==> config.mk <==
export PLATFORM = sky130hd
export DESIGN_NAME = store_set_predictor
export DESIGN_NICKNAME = d
export VERILOG_FILES = /design/src/rtl/ssp_pkg.sv /design/src/rtl/ssp_set_table.sv /design/src/rtl/ssp_producer_table.sv /design/src/rtl/ssp_clear_timer.sv /design/src/rtl/store_set_predictor.sv
export SDC_FILE = /design/constraint.sdc
export NUM_CORES = 2
export LEC_CHECK = 0
export BUFFER_PORTS_ARGS = -buffer_cell sky130_fd_sc_hd__buf_2
export CORE_ASPECT_RATIO = 1.1
export CORE_MARGIN = 2
export CORE_UTILIZATION = 30
export CTS_CLUSTER_SIZE = 20
export DETAILED_ROUTE_END_ITERATION = 10
export REMOVE_ABC_BUFFERS = 1
export SYNTH_ARGS = -nofsm -noshare
export SYNTH_HDL_FRONTEND = slang
export SYNTH_SLANG_ARGS = --single-unit
==> constraint.sdc <==
create_clock -name clk -period 15.23 [get_ports clk]
set_input_delay 1.523 -clock clk [delete_from_list [all_inputs] [get_ports clk]]
set_output_delay 1.523 -clock clk [all_outputs]
set_load 0.02 [all_outputs]
==> src/rtl/ssp_pkg.sv <==
package ssp_pkg;

  // Outcome of merging two set-table entries on a violation.
  typedef enum logic [1:0] {
    MERGE_FRESH      = 2'd0,
    MERGE_TAKE_STORE = 2'd1,
    MERGE_TAKE_LOAD  = 2'd2,
    MERGE_SMALLER    = 2'd3
  } merge_e;

  // Set-table index: drop the low address bits, then fold to the depth.
  function automatic int unsigned ssp_index(input logic [63:0] pc,
                                            input int unsigned shift,
                                            input int unsigned depth);
    return 32'((pc >> shift) % 64'(depth));
  endfunction

  // Fresh set number derived from the store address.
  function automatic int unsigned ssp_fresh_id(input logic [63:0] pc,
                                               input int unsigned depth);
    return 32'((pc ^ (pc >> 10)) % 64'(depth));
  endfunction

endpackage

==> src/rtl/ssp_set_table.sv <==
module ssp_set_table
  import ssp_pkg::*;
#(
  parameter int PC_W       = 32,
  parameter int SET_DEPTH  = 64,
  parameter int PROD_DEPTH = 16,
  parameter int ADDR_SHIFT = 2,
  parameter int NRD        = 3,
  localparam int IDX_W     = $clog2(SET_DEPTH),
  localparam int ID_W      = $clog2(PROD_DEPTH)
) (
  input  logic            clk,
  input  logic            rst_n,
  input  logic            wipe,
  input  logic [PC_W-1:0] rd_pc  [NRD],
  output logic            rd_hit [NRD],
  output logic [ID_W-1:0] rd_id  [NRD],
  input  logic            train_valid,
  input  logic [PC_W-1:0] train_store_pc,
  input  logic [PC_W-1:0] train_load_pc
);

  logic [SET_DEPTH-1:0] vld;
  logic [ID_W-1:0]      ids [SET_DEPTH];

  function automatic logic [IDX_W-1:0] idx_of(input logic [PC_W-1:0] pc);
    return IDX_W'(ssp_index(64'(pc), ADDR_SHIFT, SET_DEPTH));
  endfunction

  // Read ports: lookup, insert and issue all see the pre-edge state.
  for (genvar r = 0; r < NRD; r++) begin : g_rd
    logic [IDX_W-1:0] ridx;
    assign ridx      = idx_of(rd_pc[r]);
    assign rd_hit[r] = vld[ridx];
    assign rd_id[r]  = ids[ridx];
  end

  // Violation training: both addresses end up with one common set number.
  logic [IDX_W-1:0] sidx, lidx;
  logic             s_ok, l_ok;
  logic [ID_W-1:0]  s_id, l_id, fresh_id, join_id;
  merge_e           merge_kind;

  always_comb begin
    sidx     = idx_of(train_store_pc);
    lidx     = idx_of(train_load_pc);
    s_ok     = vld[sidx];
    l_ok     = vld[lidx];
    s_id     = ids[sidx];
    l_id     = ids[lidx];
    fresh_id = ID_W'(ssp_fresh_id(64'(train_store_pc), PROD_DEPTH));
    case ({s_ok, l_ok})
      2'b10:   merge_kind = MERGE_TAKE_STORE;
      2'b01:   merge_kind = MERGE_TAKE_LOAD;
      2'b11:   merge_kind = MERGE_SMALLER;
      default: merge_kind = MERGE_FRESH;
    endcase
    case (merge_kind)
      MERGE_TAKE_STORE: join_id = s_id;
      MERGE_TAKE_LOAD:  join_id = l_id;
      MERGE_SMALLER:    join_id = (s_id < l_id) ? s_id : l_id;
      default:          join_id = fresh_id;
    endcase
  end

  always_ff @(posedge clk) begin
    if (!rst_n) begin
      vld <= '0;
    end else if (wipe) begin
      vld <= '0;
    end else if (train_valid) begin
      vld[sidx] <= 1'b1;
      vld[lidx] <= 1'b1;
      ids[sidx] <= join_id;
      ids[lidx] <= join_id;
    end
  end

  // after training, both entries are valid and share a set number.
  assert_train_joins_R4: assert property (@(posedge clk) disable iff (!rst_n)
    (train_valid && !wipe) |=>
      (vld[$past(sidx)] && vld[$past(lidx)] && ids[$past(sidx)] == ids[$past(lidx)]));

  // a merge of two valid sets never raises the store's set number.
  assert_merge_not_larger_R5: assert property (@(posedge clk) disable iff (!rst_n)
    (train_valid && !wipe && s_ok && l_ok) |=> (ids[$past(sidx)] <= $past(s_id)));

  // a wipe leaves the set table empty.
  assert_set_wipe_R10: assert property (@(posedge clk) disable iff (!rst_n)
    wipe |=> (vld == '0));

endmodule

==> src/rtl/ssp_producer_table.sv <==
module ssp_producer_table #(
  parameter int PROD_DEPTH = 16,
  parameter int SEQ_W      = 16,
  parameter int TID_W      = 1,
  localparam int ID_W      = $clog2(PROD_DEPTH)
) (
  input  logic             clk,
  input  logic             rst_n,
  input  logic             wipe,
  input  logic [ID_W-1:0]  rd_id,
  output logic             rd_valid,
  output logic [SEQ_W-1:0] rd_seq,
  input  logic             ins_fire,
  input  logic [ID_W-1:0]  ins_id,
  input  logic [SEQ_W-1:0] ins_seq,
  input  logic [TID_W-1:0] ins_tid,
  input  logic             iss_fire,
  input  logic [ID_W-1:0]  iss_id,
  input  logic [SEQ_W-1:0] iss_seq,
  input  logic             sq_valid,
  input  logic [TID_W-1:0] sq_tid,
  input  logic [SEQ_W-1:0] sq_seq
);

  logic [PROD_DEPTH-1:0] vld;
  logic [SEQ_W-1:0]      seq_q [PROD_DEPTH];
  logic [TID_W-1:0]      tid_q [PROD_DEPTH];

  // Staged next state: insert, then issue, then squash.
  logic [PROD_DEPTH-1:0] v_ins, v_iss, v_fin, sq_kill;
  logic [SEQ_W-1:0]      s_ins [PROD_DEPTH];
  logic [TID_W-1:0]      t_ins [PROD_DEPTH];
  logic                  iss_hit;

  always_comb begin
    v_ins = vld;
    s_ins = seq_q;
    t_ins = tid_q;
    if (ins_fire) begin
      v_ins[ins_id] = 1'b1;
      s_ins[ins_id] = ins_seq;
      t_ins[ins_id] = ins_tid;
    end
    iss_hit = iss_fire && v_ins[iss_id] && (s_ins[iss_id] == iss_seq);
    v_iss = v_ins;
    if (iss_hit) v_iss[iss_id] = 1'b0;
    for (int e = 0; e < PROD_DEPTH; e++) begin
      sq_kill[e] = sq_valid && v_iss[e] && (t_ins[e] == sq_tid) && (s_ins[e] > sq_seq);
    end
    v_fin = v_iss & ~sq_kill;
  end

  always_ff @(posedge clk) begin
    if (!rst_n) begin
      vld <= '0;
    end else if (wipe) begin
      vld <= '0;
    end else begin
      vld   <= v_fin;
      seq_q <= s_ins;
      tid_q <= t_ins;
    end
  end

  assign rd_valid = vld[rd_id];
  assign rd_seq   = seq_q[rd_id];

  // a wipe leaves the producer table empty.
  assert_prod_wipe_R10: assert property (@(posedge clk) disable iff (!rst_n)
    wipe |=> (vld == '0));

  // a matching store issue retires its producer entry.
  assert_issue_retires_R7: assert property (@(posedge clk) disable iff (!rst_n)
    (iss_hit && !wipe) |=> !vld[$past(iss_id)]);

  // an insert that is not undone later in the same cycle lands.
  assert_insert_lands_R6: assert property (@(posedge clk) disable iff (!rst_n)
    (ins_fire && !wipe && !(iss_fire && iss_id == ins_id && iss_seq == ins_seq)
     && !(sq_valid && sq_tid == ins_tid && ins_seq > sq_seq))
    |=> (vld[$past(ins_id)] && seq_q[$past(ins_id)] == $past(ins_seq)));

  // after a squash no younger entry of that thread survives.
  for (genvar e = 0; e < PROD_DEPTH; e++) begin : g_sq_chk
    assert_squash_prunes_R8: assert property (@(posedge clk) disable iff (!rst_n)
      (sq_valid && !wipe) |=>
        !(vld[e] && tid_q[e] == $past(sq_tid) && seq_q[e] > $past(sq_seq)));
  end

endmodule

==> src/rtl/ssp_clear_timer.sv <==
module ssp_clear_timer #(
  parameter int CLEAR_PERIOD = 32,
  localparam int CNT_W       = $clog2(CLEAR_PERIOD + 1)
) (
  input  logic clk,
  input  logic rst_n,
  input  logic tick,
  input  logic clear_req,
  output logic wipe
);

  logic [CNT_W-1:0] cnt;
  logic             period_end;

  assign period_end = tick && (cnt == CNT_W'(CLEAR_PERIOD - 1));
  assign wipe       = clear_req || period_end;

  always_ff @(posedge clk) begin
    if (!rst_n)    cnt <= '0;
    else if (wipe) cnt <= '0;
    else if (tick) cnt <= cnt + 1'b1;
  end

  // the count never reaches the period itself.
  assert_count_bound_R9: assert property (@(posedge clk) disable iff (!rst_n)
    cnt < CNT_W'(CLEAR_PERIOD));

  // every wipe restarts the count.
  assert_wipe_restarts_R9: assert property (@(posedge clk) disable iff (!rst_n)
    wipe |=> (cnt == '0));

  // a counted insert with no wipe advances the count by one.
  assert_tick_advances_R9: assert property (@(posedge clk) disable iff (!rst_n)
    (tick && !wipe) |=> (cnt == $past(cnt) + 1'b1));

endmodule

==> src/rtl/store_set_predictor.sv <==
module store_set_predictor #(
  parameter int PC_W         = 32,
  parameter int SEQ_W        = 16,
  parameter int TID_W        = 1,
  parameter int SET_DEPTH    = 64,
  parameter int PROD_DEPTH   = 16,
  parameter int ADDR_SHIFT   = 2,
  parameter int CLEAR_PERIOD = 32,
  localparam int ID_W        = $clog2(PROD_DEPTH)
) (
  input  logic             clk,
  input  logic             rst_n,
  input  logic [PC_W-1:0]  lk_pc,
  output logic [SEQ_W-1:0] lk_seq,
  input  logic             ins_valid,
  input  logic             ins_is_store,
  input  logic [PC_W-1:0]  ins_pc,
  input  logic [SEQ_W-1:0] ins_seq,
  input  logic [TID_W-1:0] ins_tid,
  input  logic             viol_valid,
  input  logic [PC_W-1:0]  viol_store_pc,
  input  logic [PC_W-1:0]  viol_load_pc,
  input  logic             iss_valid,
  input  logic             iss_is_store,
  input  logic [PC_W-1:0]  iss_pc,
  input  logic [SEQ_W-1:0] iss_seq,
  input  logic             sq_valid,
  input  logic [TID_W-1:0] sq_tid,
  input  logic [SEQ_W-1:0] sq_seq,
  input  logic             clear_all
);

  localparam int RD_LK  = 0;
  localparam int RD_INS = 1;
  localparam int RD_ISS = 2;

  logic [PC_W-1:0] rd_pc  [3];
  logic            rd_hit [3];
  logic [ID_W-1:0] rd_id  [3];

  logic             wipe;
  logic             ins_fire, iss_fire;
  logic             prod_valid;
  logic [SEQ_W-1:0] prod_seq;

  always_comb begin
    rd_pc[RD_LK]  = lk_pc;
    rd_pc[RD_INS] = ins_pc;
    rd_pc[RD_ISS] = iss_pc;
  end

  // Named internal events for the assertions.
  assign ins_fire = ins_valid && ins_is_store && rd_hit[RD_INS];
  assign iss_fire = iss_valid && iss_is_store && rd_hit[RD_ISS];

  ssp_clear_timer #(.CLEAR_PERIOD(CLEAR_PERIOD)) u_timer (
    .clk       (clk),
    .rst_n     (rst_n),
    .tick      (ins_valid),
    .clear_req (clear_all),
    .wipe      (wipe)
  );

  ssp_set_table #(
    .PC_W(PC_W), .SET_DEPTH(SET_DEPTH), .PROD_DEPTH(PROD_DEPTH),
    .ADDR_SHIFT(ADDR_SHIFT), .NRD(3)
  ) u_sets (
    .clk            (clk),
    .rst_n          (rst_n),
    .wipe           (wipe),
    .rd_pc          (rd_pc),
    .rd_hit         (rd_hit),
    .rd_id          (rd_id),
    .train_valid    (viol_valid),
    .train_store_pc (viol_store_pc),
    .train_load_pc  (viol_load_pc)
  );

  ssp_producer_table #(
    .PROD_DEPTH(PROD_DEPTH), .SEQ_W(SEQ_W), .TID_W(TID_W)
  ) u_prod (
    .clk      (clk),
    .rst_n    (rst_n),
    .wipe     (wipe),
    .rd_id    (rd_id[RD_LK]),
    .rd_valid (prod_valid),
    .rd_seq   (prod_seq),
    .ins_fire (ins_fire),
    .ins_id   (rd_id[RD_INS]),
    .ins_seq  (ins_seq),
    .ins_tid  (ins_tid),
    .iss_fire (iss_fire),
    .iss_id   (rd_id[RD_ISS]),
    .iss_seq  (iss_seq),
    .sq_valid (sq_valid),
    .sq_tid   (sq_tid),
    .sq_seq   (sq_seq)
  );

  assign lk_seq = (rd_hit[RD_LK] && prod_valid) ? prod_seq : '0;

  // the cycle after a reset or a clear, no dependence is reported.
  assert_quiet_after_clear_R1: assert property (@(posedge clk) disable iff (!rst_n)
    $past(clear_all) |-> (lk_seq == '0));

endmodule

* Word level (Yosys, flattened, before mapping)
Memories as Yosys holds them, arrays and structs flattened.
Index checks and enable logic that the tools add are counted.
** Storage, ports and cells
- Bits in registers :: 358
- Input port bits :: 219
- Latch bits :: 0
- RAM bits :: 256
- ROM bits :: 0
- Memories kept :: 1
** Operators by class
- Equal/unequal tests :: 24
- Shifts and indexed selects :: 0
- Bitwise gates (word level) :: 13
- Reductions and logical operators :: 64
- Order comparisons :: 33
- Divide/modulo/power cells :: 0
- Multipliers :: 0
- $add $sub $neg :: 1
- Mux-type cells :: 46
** Memory list
- u_sets.ids :: depth 64, bits a word 4, read ports 5, clocked after Yosys merged registers in 0, wr ports 2, line ssp_set_table.sv:24 : logic [ID_W-1:0] ids [SET_DEPTH];
** Operators with widths (number)
- 256-bit bitwise mux :: 1
- 16-bit greater-than comparator :: 16
- 256-bit two-way mux :: 1
- 16-bit two-way mux :: 9
- 16-bit binary-select mux with 4-bit select :: 2
- 64-bit OR :: 2
- 16-bit demux with 4-bit select :: 1
- 1-bit logical AND :: 61
- 6-bit by 7-bit less-than comparator with 1-bit output (second input constant) :: 5
- 16-bit AND :: 2
- 16-bit NOT :: 2
- 1-bit binary-select mux with 6-bit select :: 5
- 16-bit bitwise mux :: 1
- 1-bit equality test :: 16
- 16-bit equality test :: 1
- 1-bit two-way mux :: 16
- 16-bit OR :: 1
- 5-bit greater-or-equal comparator (second input constant) :: 3
- 4-bit by 5-bit less-than comparator with 1-bit output (second input constant) :: 3
- 4-bit NOT with 5-bit output :: 3
- 1-bit demux with 4-bit select :: 3
- 1-bit demux with 6-bit select :: 2
- 6-bit by 1-bit greater-or-equal comparator with 1-bit output (second input constant) :: 2
- 4-bit case mux with 3 select lines :: 1
- other kinds (15) :: 22

* Depth between registers and ports, before layout
An unclocked memory read counts as a cell.
- Depth after elaboration :: 19
- Mapped depth :: 28
- Depth with buffers taken out :: 22

* By module
From an unflattened synthesis, not the netlist that was laid out.
** Second synthesis, totals
- Cells, all modules :: 3883
- Area total of the unflattened synthesis :: 47033.9 um^2
** By module, submodules not included
- ssp_producer_table :: cells an instance 2231, times used 1, seq. area each 8488.1 um^2, area each 23776.6 um^2
- ssp_set_table :: cells an instance 1602, times used 1, seq. area each 8968.6 um^2, area each 22839.4 um^2
- ssp_clear_timer :: cells an instance 30, times used 1, seq. area each 120.1 um^2, area each 279.0 um^2
- store_set_predictor :: cells an instance 20, times used 1, seq. area each 0.0 um^2, area each 138.9 um^2

* Least setup slack after synthesis
Ideal clock, no wire load.
- Path kind :: input to register
- Start point :: input port ins_valid
- End point :: register u_prod.seq_q[0] (netlist name), enable pin
- Data arrival time :: 9.801 ns
- Path slack :: 4.685 ns
- Buffers on the path :: 2
- Setup time :: 0.743 ns
- Required time :: 14.487 ns
- Stages :: 5
- Cells stage by stage :: clkbuf_1 > nand4_1 > nor3b_1 > nor2_1 > clkbuf_1
** Between the ends
- Longest elaborated chain between the ends :: 4
** Ends and longest elaborated chain
- start, declared :: line store_set_predictor.sv:15 : input logic ins_valid,
- 1-bit logical AND :: line ssp_clear_timer.sv:15 : assign period_end = tick && (cnt == CNT_W'(CLEAR_PERIOD - 1));
- 1-bit logical OR :: line ssp_clear_timer.sv:16 : assign wipe = clear_req || period_end;
- 1-bit NOT (no source line)
- 2-bit AND reduction (no source line)
- end signal, assigned :: line ssp_producer_table.sv:60 : seq_q <= s_ins;
- end, declared :: line ssp_producer_table.sv:26 : logic [SEQ_W-1:0] seq_q [PROD_DEPTH];
Every way passes these cells.
A chain may end at the register's enable or synchronous reset.

* Worst setup path in the final report
- Start point :: input port lk_pc[2]
- End point :: output port lk_seq[4]
** Between the ends
- Longest elaborated chain between the ends :: 6
- Elaborated cells between the ends (all ways) :: 11
- Classes of those cells :: mux: 8; bitwise: 1; reduce/logical: 1; memory: 1
** Ends and longest elaborated chain
- start, declared :: line store_set_predictor.sv:13 : input logic [PC_W-1:0] lk_pc,
- memory 64 x 4 bit
- 4-bit NOT with 5-bit output (not written as such) :: line ssp_producer_table.sv:66 : assign rd_seq = seq_q[rd_id];
- 16-bit binary-select mux with 4-bit select :: line ssp_producer_table.sv:66
- 16-bit two-way mux (not written as such) (2 in a row) :: line ssp_producer_table.sv:66
- 16-bit two-way mux * :: line store_set_predictor.sv:100 : assign lk_seq = (rd_hit[RD_LK] && prod_valid) ? prod_seq : '0;
- end, declared :: line store_set_predictor.sv:14 : output logic [SEQ_W-1:0] lk_seq,
Mark *: on every way between the ends. The rest lies on a longest branch, timed or not. The select of a mux whose other input is x is not followed.

==> flow_summary.json <==
{
  "yosysUniqueCellTypes": 81,
  "relSlewSlack_pct": 12.5,
  "num_io_pins": 235,
  "viasPerCell": 6.69,
  "die_y_microns": 413,
  "post-route-util_pct": 33.3,
  "finalCritPeriodShare_pct": 60.7,
  "wl_per_cell_microns": 31.6,
  "worstSetupPathType": "in -> out",
  "syn_area_per_cell_sq_um": 11.7,
  "dr.first_iter.drc_count": 7755,
  "end_kind": "output port",
  "crit_family": "multiplexers",
  "start_util_pct": 30.1,
  "wl_met1_microns": 68100,
  "cts_tree": "done",
  "register_area_sq_mm": 0.0176,
  "outcome": "finished clean",
  "min_period_ns": 9.25,
  "dieArea_sq_mm": 0.155,
  "fin_nets": 4348,
  "vias": 39500,
  "fillCellCount": 14900,
  "clk_pin_slew_ns": 0.06,
  "wirelength_microns": 187000,
  "hp-class": "reg -> reg",
  "route.detailed.drc": 0,
  "first_global_vias": 37200,
  "synthesis.area_sq_mm": 0.0456,
  "place_inst": 5771,
  "cap_viol_max_count": 0,
  "path_max_fanout": 46,
  "ys_seq_elements": 614,
  "synthArstFlopShare_pct": 0,
  "synth_warnings": 0,
  "first_pass_iters": 6,
  "hold_viol_final": 0,
  "grt_overflow": 0,
  "cts_resized": 0,
  "cp_slowest_cell": "mux4_4",
  "yosys.area.top_type": "edfxtp_1",
  "netlist_top_cells_area": "edfxtp_1 (35%), mux4_2 (17%), ha_1 (7.2%)",
  "peakVddDrop_mv": 0.0896,
  "grt_max_degree": 138,
  "yosysTopAreaCellShare_pct": 34.8,
  "htree_levels": 3,
  "met3WireLength_microns": 24300,
  "power_leakage_nw": 18.0,
  "numCtsBuffers": 71,
  "core_area_sq_mm": 0.151,
  "clockRootBuffer": "clkbuf_16",
  "cts.sinks": 614,
  "syn_to_final_growth_pct": 10.6,
  "cp-start-kind": "input pin",
  "fmax_mhz": 108,
  "die_w_microns": 376,
  "grt_antenna_before_repair": 2,
  "grtUsageTotal_pct": 23.2,
  "rsz0062_at_grt": "no",
  "io_buffers": 110,
  "hpwl_microns": 126000,
  "antenna_left": 0,
  "clockBufferDepth": 3,
  "finClkSkew_ns": 0.0335,
  "setup_tns_ns": 0,
  "required_ns": 13.71,
  "cts_setup_buffers": 0,
  "wl_met2_microns": 83000,
  "setup_violations": 0,
  "stdcell_count": 5903,
  "multiInputGateArea_sq_mm": 0.0265,
  "drive_gt1_share_pct": 22.7,
  "worstSkewPairLatency_ns": 0.68,
  "ys_seq_area_share_pct": 38.5,
  "place_congestion": 0.999,
  "worst_slew_pin_slew_ns": 1.30,
  "crit_arrival_ns": 7.73,
  "holdBufCountCts": 0,
  "highest_layer": "met5",
  "power_per_cell_area_mw_per_mm2": 93.2,
  "crit_buf_inv": 5,
  "fp-row-count": 150,
  "cpPeakStageDelay_ns": 0.98,
  "slew_viol_final": 0,
  "netlist_instances": 3914,
  "grt_pass1_wl_microns": 266000,
  "synth_top_flop_cell": "edfxtp_1",
  "path_cells": "buf_6 -> buf_4 -> mux4_2 -> mux4_2 -> mux4_4 -> buf_4 -> mux4_2 -> mux2i_1 -> nand2_1 -> o211ai_1 -> buf_4 -> a211oi_1 -> buf_2",
  "synth_edf_count": 528
}
[through the flow]
stage | hold WS (ns) | cell area (sq um) | power, mW | setup WS, ns
4_1_cts | 0.552 | 50500 | 4.68 | 5.89
6_report | 0.543 | 50500 | 4.70 | 5.98
5_1_grt | 0.571 | 50500 | 4.82 | 5.73
2_1_floorplan | 0.493 | 44200 | 2.50 | -7.98
3_5_place_dp | 0.530 | 48100 | 2.89 | 5.90
3_3_place_gp | 0.511 | 48100 | 2.87 | 5.90
[worst paths after layout]
kind | from | to | slack, ns | cells after the start
max | lk_pc[2] | lk_seq[4] | 5.98 | 13
min | u_timer.cnt[4]$_SDFFE_PN0P_ | u_timer.cnt[4]$_SDFFE_PN0P_ | 0.54 | 2
max reg2reg | u_sets.ids[35][0]$_DFFE_PP_ | u_prod.vld[3]$_SDFF_PN0_ | 8.49 | 16
min reg2reg | u_timer.cnt[4]$_SDFFE_PN0P_ | u_timer.cnt[4]$_SDFFE_PN0P_ | 0.54 | 2
[cells in the final DEF, fill, tap and decap left out, types with 81 or more instances in the layout]
cell type / Yosys / layout
nor2_1: 159 / 158
a211oi_1: 92 / 92
dfxtp_1: 86 / 86
o22ai_1: 305 / 305
nand2_1: 316 / 314
buf_2: 47 / 103
mux2_2: 177 / 177
nand4_1: 94 / 94
buf_4: 20 / 104
edfxtp_1: 528 / 528
a21oi_1: 151 / 150
a22oi_1: 167 / 166
a21o_1: 97 / 97
nor2b_1: 81 / 81
ha_1: 261 / 261
mux2i_1: 88 / 88
mux4_2: 338 / 336
[synthesized netlist by cell type, types with 86 or more instances]
master,number
mux2i_1,88
a21oi_1,151
a211oi_1,92
mux4_2,338
nor2_1,159
nand4_1,94
o22ai_1,305
clkbuf_1,220
mux2_2,177
dfxtp_1,86
nand2_1,316
a22oi_1,167
edfxtp_1,528
a21o_1,97
ha_1,261
[logic make-up after synthesis]
logic type,share of synthesized area [%]
AOI/OAI and AO/OA,16.7
and+or+nand+nor,10.2
DFF,38.5
muxes,23.1
buffers and inverters,3.58
adders and majority gates,7.16
xor gates and xnor gates,0.768
[flip-flops by register name, indices dropped and copies added (netlist names)]
name          flops
u_prod.seq_q    256
u_timer.cnt       6
u_prod.vld       16
u_sets.vld       64
u_prod.tid_q     16
u_sets.ids      256
[worst register-to-register path: cells and delay by family (launching register included)]
| kind | cells | cell delay, ns |
|---|---|---|
| XOR/XNOR | 1 | 0.31 |
| buffers and inverters | 2 | 1.06 |
| AND/OR/NAND/NOR | 6 | 2.60 |
| multiplexers | 1 | 0.52 |
| AO/OA/AOI/OAI | 6 | 1.57 |
| flip-flops | 1 | 0.49 |
[per-layer routing]
metal / up-vias / track usage, %
met4: 2 / 11.3
met1: 19400 / 29.8
li1: 16000 / -
met5: - / 0
met2: 3427 / 36.3
met3: 679 / 5.97
[power by group]
part,internal [mW],total [mW],switching (mW),leakage [nW]
Combinational,0.345,0.992,0.647,11.3
Clock,1.05,1.82,0.765,1.17
Sequential,1.88,1.90,0.0196,5.55
Total,3.27,4.70,1.43,18.0
[area by class of cell]
| type | instances | area share, % |
|---|---|---|
| antenna | 1 | 0.00496 |
| clock buffer | 92 | 3.91 |
| clock inverter | 39 | 0.808 |
| inverter | 47 | 0.349 |
| multi-input combinational | 2924 | 52.6 |
| sequential | 614 | 34.8 |
| tap | 1976 | 4.90 |
| timing repair buffer | 210 | 2.65 |
(Power assumes the default switching activity.)
